--- config.mk ---
export PLATFORM = sky130hd
export DESIGN_NAME = tlu_search
export DESIGN_NICKNAME = d
export VERILOG_FILES = /design/src/rtl/tlu_pkg.sv /design/src/rtl/tlu_digit_cmp.sv /design/src/rtl/tlu_ge_cmp.sv /design/src/rtl/tlu_addr_bcd.sv /design/src/rtl/tlu_search.sv
export SDC_FILE = /design/constraint.sdc
export NUM_CORES = 1
export LEC_CHECK = 0
export BUFFER_PORTS_ARGS = -buffer_cell sky130_fd_sc_hd__buf_2
export CELL_PAD_IN_SITES_DETAIL_PLACEMENT = 0
export CELL_PAD_IN_SITES_GLOBAL_PLACEMENT = 1
export CORE_MARGIN = 8
export CORE_UTILIZATION = 39
export DETAILED_ROUTE_END_ITERATION = 8
export MAX_ROUTING_LAYER = met4
export PLACE_DENSITY = 0.85
export SLEW_MARGIN = 10
export SYNTH_ARGS = -nofsm -noshare
export SYNTH_HDL_FRONTEND = slang
export SYNTH_HIERARCHICAL = 1
export SYNTH_SLANG_ARGS = --single-unit
--- constraint.sdc ---
create_clock -name clk_i -period 10.9 [get_ports clk_i]
set_input_delay 3.27 -clock clk_i [delete_from_list [all_inputs] [get_ports clk_i]]
set_output_delay 3.27 -clock clk_i [all_outputs]
set_load 0.02 [all_outputs]
--- src/rtl/tlu_pkg.sv ---
`timescale 1ns/1ps
package tlu_pkg;
  typedef enum logic [1:0] {
    ST_IDLE = 2'd0,
    ST_ARM  = 2'd1,
    ST_SCAN = 2'd2
  } tlu_state_e;
endpackage

--- src/rtl/tlu_digit_cmp.sv ---
`timescale 1ns/1ps
// Digit-serial magnitude compare, most significant digit decides first.
module tlu_digit_cmp #(
  parameter int DIGITS = 10,
  localparam int MAG_W = 4 * DIGITS
) (
  input  logic [MAG_W-1:0] a_i,
  input  logic [MAG_W-1:0] b_i,
  output logic             gt_o,
  output logic             eq_o
);
  logic [DIGITS:0] gt_c;
  logic [DIGITS:0] eq_c;

  assign gt_c[DIGITS] = 1'b0;
  assign eq_c[DIGITS] = 1'b1;

  for (genvar k = 0; k < DIGITS; k++) begin : g_dig
    logic [3:0] a_d, b_d;
    assign a_d     = a_i[4*k +: 4];
    assign b_d     = b_i[4*k +: 4];
    assign gt_c[k] = gt_c[k+1] | (eq_c[k+1] & (a_d > b_d));
    assign eq_c[k] = eq_c[k+1] & (a_d == b_d);
  end

  assign gt_o = gt_c[0];
  assign eq_o = eq_c[0];
endmodule

--- src/rtl/tlu_ge_cmp.sv ---
`timescale 1ns/1ps
// Signed decimal word >= argument, sign-magnitude with +0 == -0.
module tlu_ge_cmp #(
  parameter int DIGITS = 10,
  localparam int MAG_W = 4 * DIGITS
) (
  input  logic             w_sign_i,
  input  logic [MAG_W-1:0] w_mag_i,
  input  logic             a_sign_i,
  input  logic [MAG_W-1:0] a_mag_i,
  output logic             ge_o
);
  logic mag_gt, mag_eq, w_zero, a_zero;

  tlu_digit_cmp #(.DIGITS(DIGITS)) u_mag (
    .a_i (w_mag_i),
    .b_i (a_mag_i),
    .gt_o(mag_gt),
    .eq_o(mag_eq)
  );

  assign w_zero = (w_mag_i == '0);
  assign a_zero = (a_mag_i == '0);

  always_comb begin
    if (w_zero && a_zero)             ge_o = 1'b1;
    else if (!w_sign_i && !a_sign_i)  ge_o = mag_gt | mag_eq;
    else if (!w_sign_i &&  a_sign_i)  ge_o = 1'b1;
    else if ( w_sign_i && !a_sign_i)  ge_o = 1'b0;
    else                              ge_o = ~mag_gt;
  end
endmodule

--- src/rtl/tlu_addr_bcd.sv ---
`timescale 1ns/1ps
// band * SLOTS_PER_BAND + slot, converted to packed BCD by shift-add-3.
module tlu_addr_bcd #(
  parameter int BAND_W         = 5,
  parameter int SLOT_W         = 6,
  parameter int SLOTS_PER_BAND = 50,
  parameter int ADDR_DIGITS    = 4,
  localparam int ADDR_W        = 4 * ADDR_DIGITS
) (
  input  logic [BAND_W-1:0] band_i,
  input  logic [SLOT_W-1:0] slot_i,
  output logic [ADDR_W-1:0] addr_o
);
  logic [ADDR_W-1:0] bin;
  logic [ADDR_W-1:0] bcd;

  always_comb begin
    bin = ADDR_W'(band_i) * ADDR_W'(SLOTS_PER_BAND) + ADDR_W'(slot_i);
    bcd = '0;
    for (int i = ADDR_W - 1; i >= 0; i--) begin
      for (int d = 0; d < ADDR_DIGITS; d++) begin
        if (bcd[4*d +: 4] >= 4'd5) bcd[4*d +: 4] = bcd[4*d +: 4] + 4'd3;
      end
      bcd = {bcd[ADDR_W-2:0], bin[i]};
    end
    addr_o = bcd;
  end
endmodule

--- src/rtl/tlu_search.sv ---
`timescale 1ns/1ps
module tlu_search
  import tlu_pkg::*;
#(
  parameter int DIGITS         = 10,
  parameter int SLOTS_PER_BAND = 50,
  parameter int SEARCH_SLOTS   = 48,
  parameter int NUM_BANDS      = 20,
  parameter int ADDR_DIGITS    = 4,
  localparam int MAG_W  = 4 * DIGITS,
  localparam int WORD_W = MAG_W + 1,
  localparam int SLOT_W = $clog2(SLOTS_PER_BAND),
  localparam int BAND_W = $clog2(NUM_BANDS),
  localparam int ADDR_W = 4 * ADDR_DIGITS
) (
  input  logic              clk_i,
  input  logic              rst_ni,
  input  logic              start_i,
  input  logic [BAND_W-1:0] start_band_i,
  input  logic [WORD_W-1:0] arg_i,
  input  logic              word_valid_i,
  input  logic [WORD_W-1:0] word_i,
  input  logic [SLOT_W-1:0] slot_i,
  output logic [BAND_W-1:0] rd_band_o,
  output logic [ADDR_W-1:0] match_addr_o,
  output logic              done_o,
  output logic              not_found_o
);
  localparam logic [SLOT_W-1:0] LAST_SLOT = SLOT_W'(SEARCH_SLOTS - 1);
  localparam logic [SLOT_W-1:0] WIN_END   = SLOT_W'(SEARCH_SLOTS);
  localparam logic [BAND_W-1:0] LAST_BAND = BAND_W'(NUM_BANDS - 1);

  tlu_state_e        state_q;
  logic [BAND_W-1:0] band_q;
  logic [WORD_W-1:0] arg_q;
  logic [ADDR_W-1:0] addr_q;
  logic              done_q, nf_q;

  logic busy, at_first, scanning, cmp_en, ge, hit, win_end, last_band;
  logic [ADDR_W-1:0] hit_addr;

  assign busy      = (state_q != ST_IDLE);
  assign at_first  = (state_q == ST_ARM) && (slot_i == '0);
  assign scanning  = (state_q == ST_SCAN) || at_first;
  assign cmp_en    = scanning && (slot_i < WIN_END) && word_valid_i;
  assign hit       = cmp_en && ge;
  assign win_end   = scanning && (slot_i == LAST_SLOT);
  assign last_band = (band_q >= LAST_BAND);

  tlu_ge_cmp #(.DIGITS(DIGITS)) u_cmp (
    .w_sign_i(word_i[WORD_W-1]),
    .w_mag_i (word_i[MAG_W-1:0]),
    .a_sign_i(arg_q[WORD_W-1]),
    .a_mag_i (arg_q[MAG_W-1:0]),
    .ge_o    (ge)
  );

  tlu_addr_bcd #(
    .BAND_W        (BAND_W),
    .SLOT_W        (SLOT_W),
    .SLOTS_PER_BAND(SLOTS_PER_BAND),
    .ADDR_DIGITS   (ADDR_DIGITS)
  ) u_addr (
    .band_i(band_q),
    .slot_i(slot_i),
    .addr_o(hit_addr)
  );

  always_ff @(posedge clk_i or negedge rst_ni) begin
    if (!rst_ni) begin
      state_q <= ST_IDLE;
      band_q  <= '0;
      arg_q   <= '0;
      addr_q  <= '0;
      done_q  <= 1'b0;
      nf_q    <= 1'b0;
    end else if (!busy) begin
      if (start_i) begin
        state_q <= ST_ARM;
        band_q  <= start_band_i;
        arg_q   <= arg_i;
        addr_q  <= '0;
        done_q  <= 1'b0;
        nf_q    <= 1'b0;
      end
    end else if (hit) begin
      state_q <= ST_IDLE;
      addr_q  <= hit_addr;
      done_q  <= 1'b1;
    end else if (win_end) begin
      if (last_band) begin
        state_q <= ST_IDLE;
        done_q  <= 1'b1;
        nf_q    <= 1'b1;
      end else begin
        state_q <= ST_SCAN;
        band_q  <= band_q + 1'b1;
      end
    end else if (at_first) begin
      state_q <= ST_SCAN;
    end
  end

  assign rd_band_o    = band_q;
  assign match_addr_o = addr_q;
  assign done_o       = done_q;
  assign not_found_o  = nf_q;

  assert_hit_done_R3: assert property (@(posedge clk_i) disable iff (!rst_ni)
    (busy && hit) |=> (done_o && !not_found_o));

  assert_equal_hits_R3: assert property (@(posedge clk_i) disable iff (!rst_ni)
    (cmp_en && word_i == arg_q) |-> ge);

  assert_neg_below_pos_R4: assert property (@(posedge clk_i) disable iff (!rst_ni)
    (cmp_en && word_i[WORD_W-1] && !arg_q[WORD_W-1] && word_i[MAG_W-1:0] != '0) |-> !ge);

  assert_gap_ignored_R5: assert property (@(posedge clk_i) disable iff (!rst_ni)
    (state_q == ST_SCAN && slot_i >= WIN_END) |=> !done_o);

  assert_band_step_R6: assert property (@(posedge clk_i) disable iff (!rst_ni)
    (busy && $past(busy) && rd_band_o != $past(rd_band_o))
      |-> ($past(slot_i) == LAST_SLOT && rd_band_o == $past(rd_band_o) + 1'b1));

  assert_nf_done_R8: assert property (@(posedge clk_i) disable iff (!rst_ni)
    not_found_o |-> done_o);

  assert_busy_start_R9: assert property (@(posedge clk_i) disable iff (!rst_ni)
    (busy && start_i && slot_i != LAST_SLOT) |=> (rd_band_o == $past(rd_band_o)));

  assert_start_clears_R10: assert property (@(posedge clk_i) disable iff (!rst_ni)
    (!busy && start_i) |=> (!done_o && !not_found_o));

  assert_invalid_no_hit_R11: assert property (@(posedge clk_i) disable iff (!rst_ni)
    (busy && !word_valid_i) |=> !(done_o && !not_found_o && !$past(done_o)));
endmodule

==> run summary, run 1 <==
Post-Route WL - 22700 µm
F_max - 0.0887 GHz
Hold-fix buffers at CTS - 0
Die width - 155 µm
Drt pass-1 iters - 6
Worst Setup EP - match_addr_o[2]
All-layer global routing usage - 19.5%
Slew Limit Fails - 0
Final Hold Viols - 0
Critical path peak fanout - 4
Syn_nets - 1114
Crit path required time - 11.16 ns
Number of synthesized flops with an enable pin - 0
Die height - 155 µm
Largest net degree at the start of global routing - 67
Die Area - 23900 µm²
Top cells by count, synth - 188 x nand2_1, 98 x inv_1, 86 x ha_1
Synth Area in XOR/XNOR - 3.07%
Gpl congestion - 0.889
Slowest-stage cell, CP - or4_4
Largest family of logic cells by synthesized area - simple AND/OR/NAND/NOR gates
Hold Path Class - reg2reg
Clk_skew - 0.0117 ns
Arr. time, crit path - 11.54 ns
Number of global-route vias before repair - 7726
TNS Setup - -3.00 ns
Ratio of cells with drive above 1 in the final layout - 38.7%
Avg Cell Area, Syn - 8.08 µm²
Simple logic cell fraction of the synthesized area - 25.7%
Mux cell area share after synthesis - 6.52%
Unrepaired setup endpoints after global routing - yes
Sequential fraction of the synthesis area - 22.0%
PortBufs - 119
Synth Area in Compound Gates - 20.8%
CP max stage delay - 0.51 ns
Residual DRC - 0
Top cell type's share of synthesized area - 22.0%
Distinct cells, synth - 104
Setup ws final - -0.379 ns
ANT nets after route - 0
Max H-tree Level - 3
CTS tree - built
CTS sink cnt - 66
Via density per instance - 5.23
Number of synthesized register bits - 66
Mapped Area - 7510 µm²
WHS - 0.481 ns
Post-DP Area - 9630 µm²
Slew headroom - 40.5%
Rows - 50
R2r startpoint - rd_band_o[1]
Initial antenna violation count - 1
Startpoint types - input port
Setup Viol. Count Final - 13
Clock slew seen by the registers of the worst setup and hold paths - 0.06 ns
Final nets - 1382
R2R cell count - 55
Critical Path Source - slot_i[2]
Layout area overhead - 38.8%
CTS buffer count - 9
Hpwl dp - 17500 µm
Final instance area - 10400 µm²
WL per Instance - 15.5 µm
1st-iter DRT viols - 416
Overflow after GRT - 0
Final period utilization - 103%
Via count - 7648
Yosys warns - 6
Tightest Pin Transition - 0.893 ns
Ports - 120
Max Cap Viol - 0
Yosys top cell by area - dfrtp_1
Most common cell in the netlist - nand2_1
Setup CP Type - in2reg
Ys flop type - dfrtp_1
Failing checks - setup timing
Post-synth ARST share - 100%
FF-to-FF End - match_addr_o[2]
First-pass GRT wire length - 37900 µm
Final antenna diode count - 0
Clk_lat worst skew - 0.34 ns
Status - complete, but fails checks
Clk buf depth - 2
Adder-Cell Fraction of Synth Area - 14.9%
Worst Setup End Kind - register
Main area contributors after synthesis - dfrtp_1 22%, ha_1 14%, nand2_1 9.4%, inv_1 4.9%, mux2i_1 3.6%
Core Region - 18800 µm²
CTS root buffer - clkbuf_16
Final Critical Period - 11.28 ns
Initial core utilization - 39.9%
Flop2flop setup slack - 0.62 ns
Post-synthesis cell count - 929
[layout make-up]
class                           instances  area, µm²
Tap cell                              260        325
Fill cell                            1756       8410
Multi-Input combinational cell        734       5930
Inverter                              100        383
Clock inverter                          6       42.5
Timing Repair Buffer                  286       1860
Sequential cell                        66       1650
Clock buffer                           10        229
[worst max-delay path, delay by kind of cell]
kind / cells / cell delay [ns]
AND/OR/NAND/NOR: 16 / 2.38
buffers and inverters: 10 / 0.86
multiplexers: 3 / 0.50
AO/OA/AOI/OAI: 10 / 2.04
XOR/XNOR: 6 / 0.94
adder cells (fa/ha/maj): 8 / 1.51
[placed cells by master, fill, tap and decap left out, types with 5 or more instances in the layout]
cell type	n
nand2_1	184
buf_4	166
buf_2	118
inv_1	86
dfrtp_1	66
ha_1	64
a21oi_1	29
mux2i_1	26
nor4_1	25
nor2_1	25
nand4_1	21
a21oi_2	18
o21ai_0	17
ha_4	17
nand3_1	16
nor3_1	16
nand2b_1	14
a21o_1	13
inv_2	12
o211ai_1	12
nor2b_1	10
o21ai_1	10
clkbuf_16	9
mux2_4	8
o22ai_1	7
or2_2	6
a31oi_1	6
mux2_2	6
xnor2_2	6
xor2_1	6
ha_2	5
[worst min path at each step]
stage,slack (ns),end,cells past startpoint,from
after global placement,0.47,arg_q[40],2,arg_q[40]
final,0.48,not_found_o,2,not_found_o
after detailed placement,0.47,arg_q[40],2,arg_q[40]
after CTS,0.49,not_found_o,2,not_found_o
after global routing,0.51,not_found_o,2,not_found_o
after floorplan,0.45,arg_q[40],2,arg_q[40]
[routing by layer]
metal / vias to the layer above / wire length [µm] / global-route usage [%] / part of all wire, %
li1: 3875 / - / - / -
met1: 3596 / 10200 / 23.5 / 45
met2: 150 / 11000 / 33.0 / 49
met3: 27 / 1000 / 3.40 / 4.4
met4: 0 / 398 / 5.13 / 1.8
met5: - / 0 / - / 0
[state kept, by name (all words and copies together), names as in the netlist]
register	flops
not_found_o	1
rd_band_o	5
match_addr_o	16
arg_q	41
state_q	2
done_o	1
[per-stage QoR]
step	std cells	worst slack, ns	utilization [%]
floorplan	929	-0.920	-
global placement	1412	-0.666	51.1
detailed placement	1412	-0.887	51.1
CTS	1453	-0.180	54.3
global route	1462	-0.816	55.4
finish	1462	-0.379	55.4
[kinds of logic (layout without fill, tap and decap cells)]
logic type               Yosys count  after routing
AND/OR/NAND/NOR                  381            381
AO/OA/AOI/OAI                    198            198
buffers and inverters            129            402
adder cells (fa/ha/maj)           88             88
flip-flops                        66             66
multiplexers                      44             44
XOR/XNOR                          22             22
other                              1              1
[what timing repair did]
item                                    in CTS  in global routing
pin swaps                                   39                 20
resized for setup                           29                 25
endpoints found under the setup margin      12                 14
buffers inserted                            25                  9
Power of run 1 is not shown: default switching activity piles up to over one toggle a cycle in this logic, so the estimate is an artifact.
==> run 2: changes to the inputs <==
--- a/config.mk
+++ b/config.mk
@@ -9,10 +9,10 @@
 export CELL_PAD_IN_SITES_DETAIL_PLACEMENT = 0
 export CELL_PAD_IN_SITES_GLOBAL_PLACEMENT = 1
 export CORE_MARGIN = 8
-export CORE_UTILIZATION = 39
+export CORE_UTILIZATION = 47
 export DETAILED_ROUTE_END_ITERATION = 8
 export MAX_ROUTING_LAYER = met4
-export PLACE_DENSITY = 0.85
+export PLACE_DENSITY = 0.95
 export SLEW_MARGIN = 10
 export SYNTH_ARGS = -nofsm -noshare
 export SYNTH_HDL_FRONTEND = slang
==> constraint.sdc (replaced) <==
create_clock -name clk_i -period 14.62 [get_ports clk_i]
set_input_delay 4.386 -clock clk_i [delete_from_list [all_inputs] [get_ports clk_i]]
set_output_delay 4.386 -clock clk_i [all_outputs]
set_load 0.02 [all_outputs]
==> run summary, run 2 (synthesis gave the netlist of run 1 again) <==
All-layer global routing usage - 20.1% (+0.61 points)
Non-Filler Instances - 1261 (-14%)
Final period utilization - 95.4%
WL per Instance - 15.7 µm (+1.5%)
Clock slew seen by the registers of the worst setup and hold paths - 0.06 ns (about the same)
Gpl congestion - 0.908 (+2.1%)
Commonest non-fill, non-tap cell in the layout - nand2_1
Flop2flop setup slack - 3.26 ns (+2.64 ns)
Startpoint types - input port
Worst Setup End Kind - register
Ratio of cells with drive above 1 in the final layout - 22.2% (-16 points)
Arr. time, crit path - 14.22 ns (+2.68 ns)
Max Cap Viol - 0 (unchanged)
Ports - 120 (unchanged)
Setup CP Type - in2reg
Status - finished clean
Critical path peak fanout - 10 (+6)
Number of global-route vias before repair - 6776 (-12%)
Initial antenna violation count - 1 (unchanged)
Largest net degree at the start of global routing - 67 (unchanged)
CTS root buffer - clkbuf_16
Hold-fix buffers at CTS - 0 (unchanged)
Residual DRC - 0 (unchanged)
Initial core utilization - 47.6% (+7.7 points)
Hold Crit Start - arg_q[40]
R2r startpoint - rd_band_o[1]
Drt pass-1 iters - 5 (-1)
Overflow after GRT - 0 (unchanged)
Post-CTS setup buffer count - 0 (-100%)
Die width - 142 µm (-8.0%)
Post-DP Area - 8290 µm² (-14%)
Die height - 142 µm (-8.0%)
Clk_lat worst skew - 0.34 ns (about the same)
Max H-tree Level - 3 (unchanged)
First-pass GRT wire length - 32700 µm (-14%)
PortBufs - 119 (unchanged)
Most frequent CP cell - ha_1
Cells after DPL - 1244 (-12%)
Via count - 7045 (-7.9%)
1st-iter DRT viols - 361 (-13%)
CTS sink cnt - 66 (unchanged)
Slowest-stage cell, CP - or4_1
Layout area overhead - 15.4%
Clk_skew - 0.00904 ns (-0.00267 ns)
Final Hold Viols - 0 (unchanged)
Post-Route WL - 19800 µm (-12%)
WHS - 0.486 ns (+0.00496 ns)
Worst Setup EP - match_addr_o[2]
Slew Limit Fails - 0 (unchanged)
R2R cell count - 55 (unchanged)
Setup Viol. Count Final - 0 (-13)
Final nets - 1224 (-11%)
Rows - 46 (-8.0%)
FF-to-FF End - match_addr_o[2]
Largest register FFs - 41 (unchanged)
Via density per instance - 5.59 (+6.8%)
Crit path required time - 14.89 ns (+3.73 ns)
CP max stage delay - 0.52 ns (about the same)
Die Area - 20300 µm² (-15%)
F_max - 0.0717 GHz
Critical Path Source - slot_i[1]
Tightest Pin Transition - 0.866 ns (-0.0266 ns)
Top reg by flops - arg_q
Hpwl dp - 15700 µm (-11%)
Clk buf depth - 2 (unchanged)
Final Critical Period - 13.95 ns
Final instance area - 8660 µm² (-17%)
Util after Layout - 54.9% (-0.43 points)
Core Region - 15800 µm² (-16%)
Slew headroom - 42.2% (+1.8 points)
CTS tree - built
ANT nets after route - 0 (unchanged)
Fillers - 1535 (-13%)
Hold Path Class - reg2reg
CTS buffer count - 9 (unchanged)
Most frequent cells in the layout - 188 x nand2_1, 119 x buf_2, 97 x inv_1, 85 x ha_1, 66 x dfrtp_1
-- run 2: layout make-up --
type	instances	area, µm²	area share (%)
multi-input combinational	734	5370	61.9
sequential	66	1650	19.1
timing repair buffer	128	663	7.66
inverter	100	375	4.33
tap	216	270	3.12
clock buffer	9	225	2.60
clock inverter	7	109	1.26
antenna	1	2.50	0.0289
-- run 2: metal layers --
metal | up-vias | track usage (%) | share of wire, %
met2 | 154 | 33.0 | 48
met3 | 32 | 3.32 | 4.9
li1 | 3558 | - | -
met1 | 3301 | 24.3 | 45
met5 | - | - | 0
met4 | 0 | 7.33 | 2.6
-- run 2: stage by stage --
stage	worst slack [ns]	TNS, ns
6_report	0.669	0
3_3_place_gp	0.376	0
4_1_cts	0.321	0
2_1_floorplan	0.859	0
3_5_place_dp	0.0325	0
5_1_grt	-0.0360	-0.0362
-- run 2: worst max-delay path, delay by kind of cell --
family                     cells  cell delay [ns]
AOI/OAI and AO/OA             10             2.00
xor gates and xnor gates       6             1.28
adders and majority gates     10             2.51
buffers and inverters          9             0.85
muxes                          4             0.77
and+or+nand+nor               15             2.42
-- run 2: worst min path at each step --
stage	cells past startpoint	endpoint
after floorplan	2	arg_q[40]
after global placement	2	arg_q[40]
after detailed placement	2	arg_q[40]
after CTS	2	arg_q[40]
after global routing	2	arg_q[40]
final	2	arg_q[40]
-- run 2: repair_timing --
| action | CTS | global route |
|---|---|---|
| resized for setup | 0 | 9 |
| endpoints found under the hold margin | 0 | 0 |
| setup endpoints to repair | 0 | 12 |
Power of run 2 is left out for the same reason.
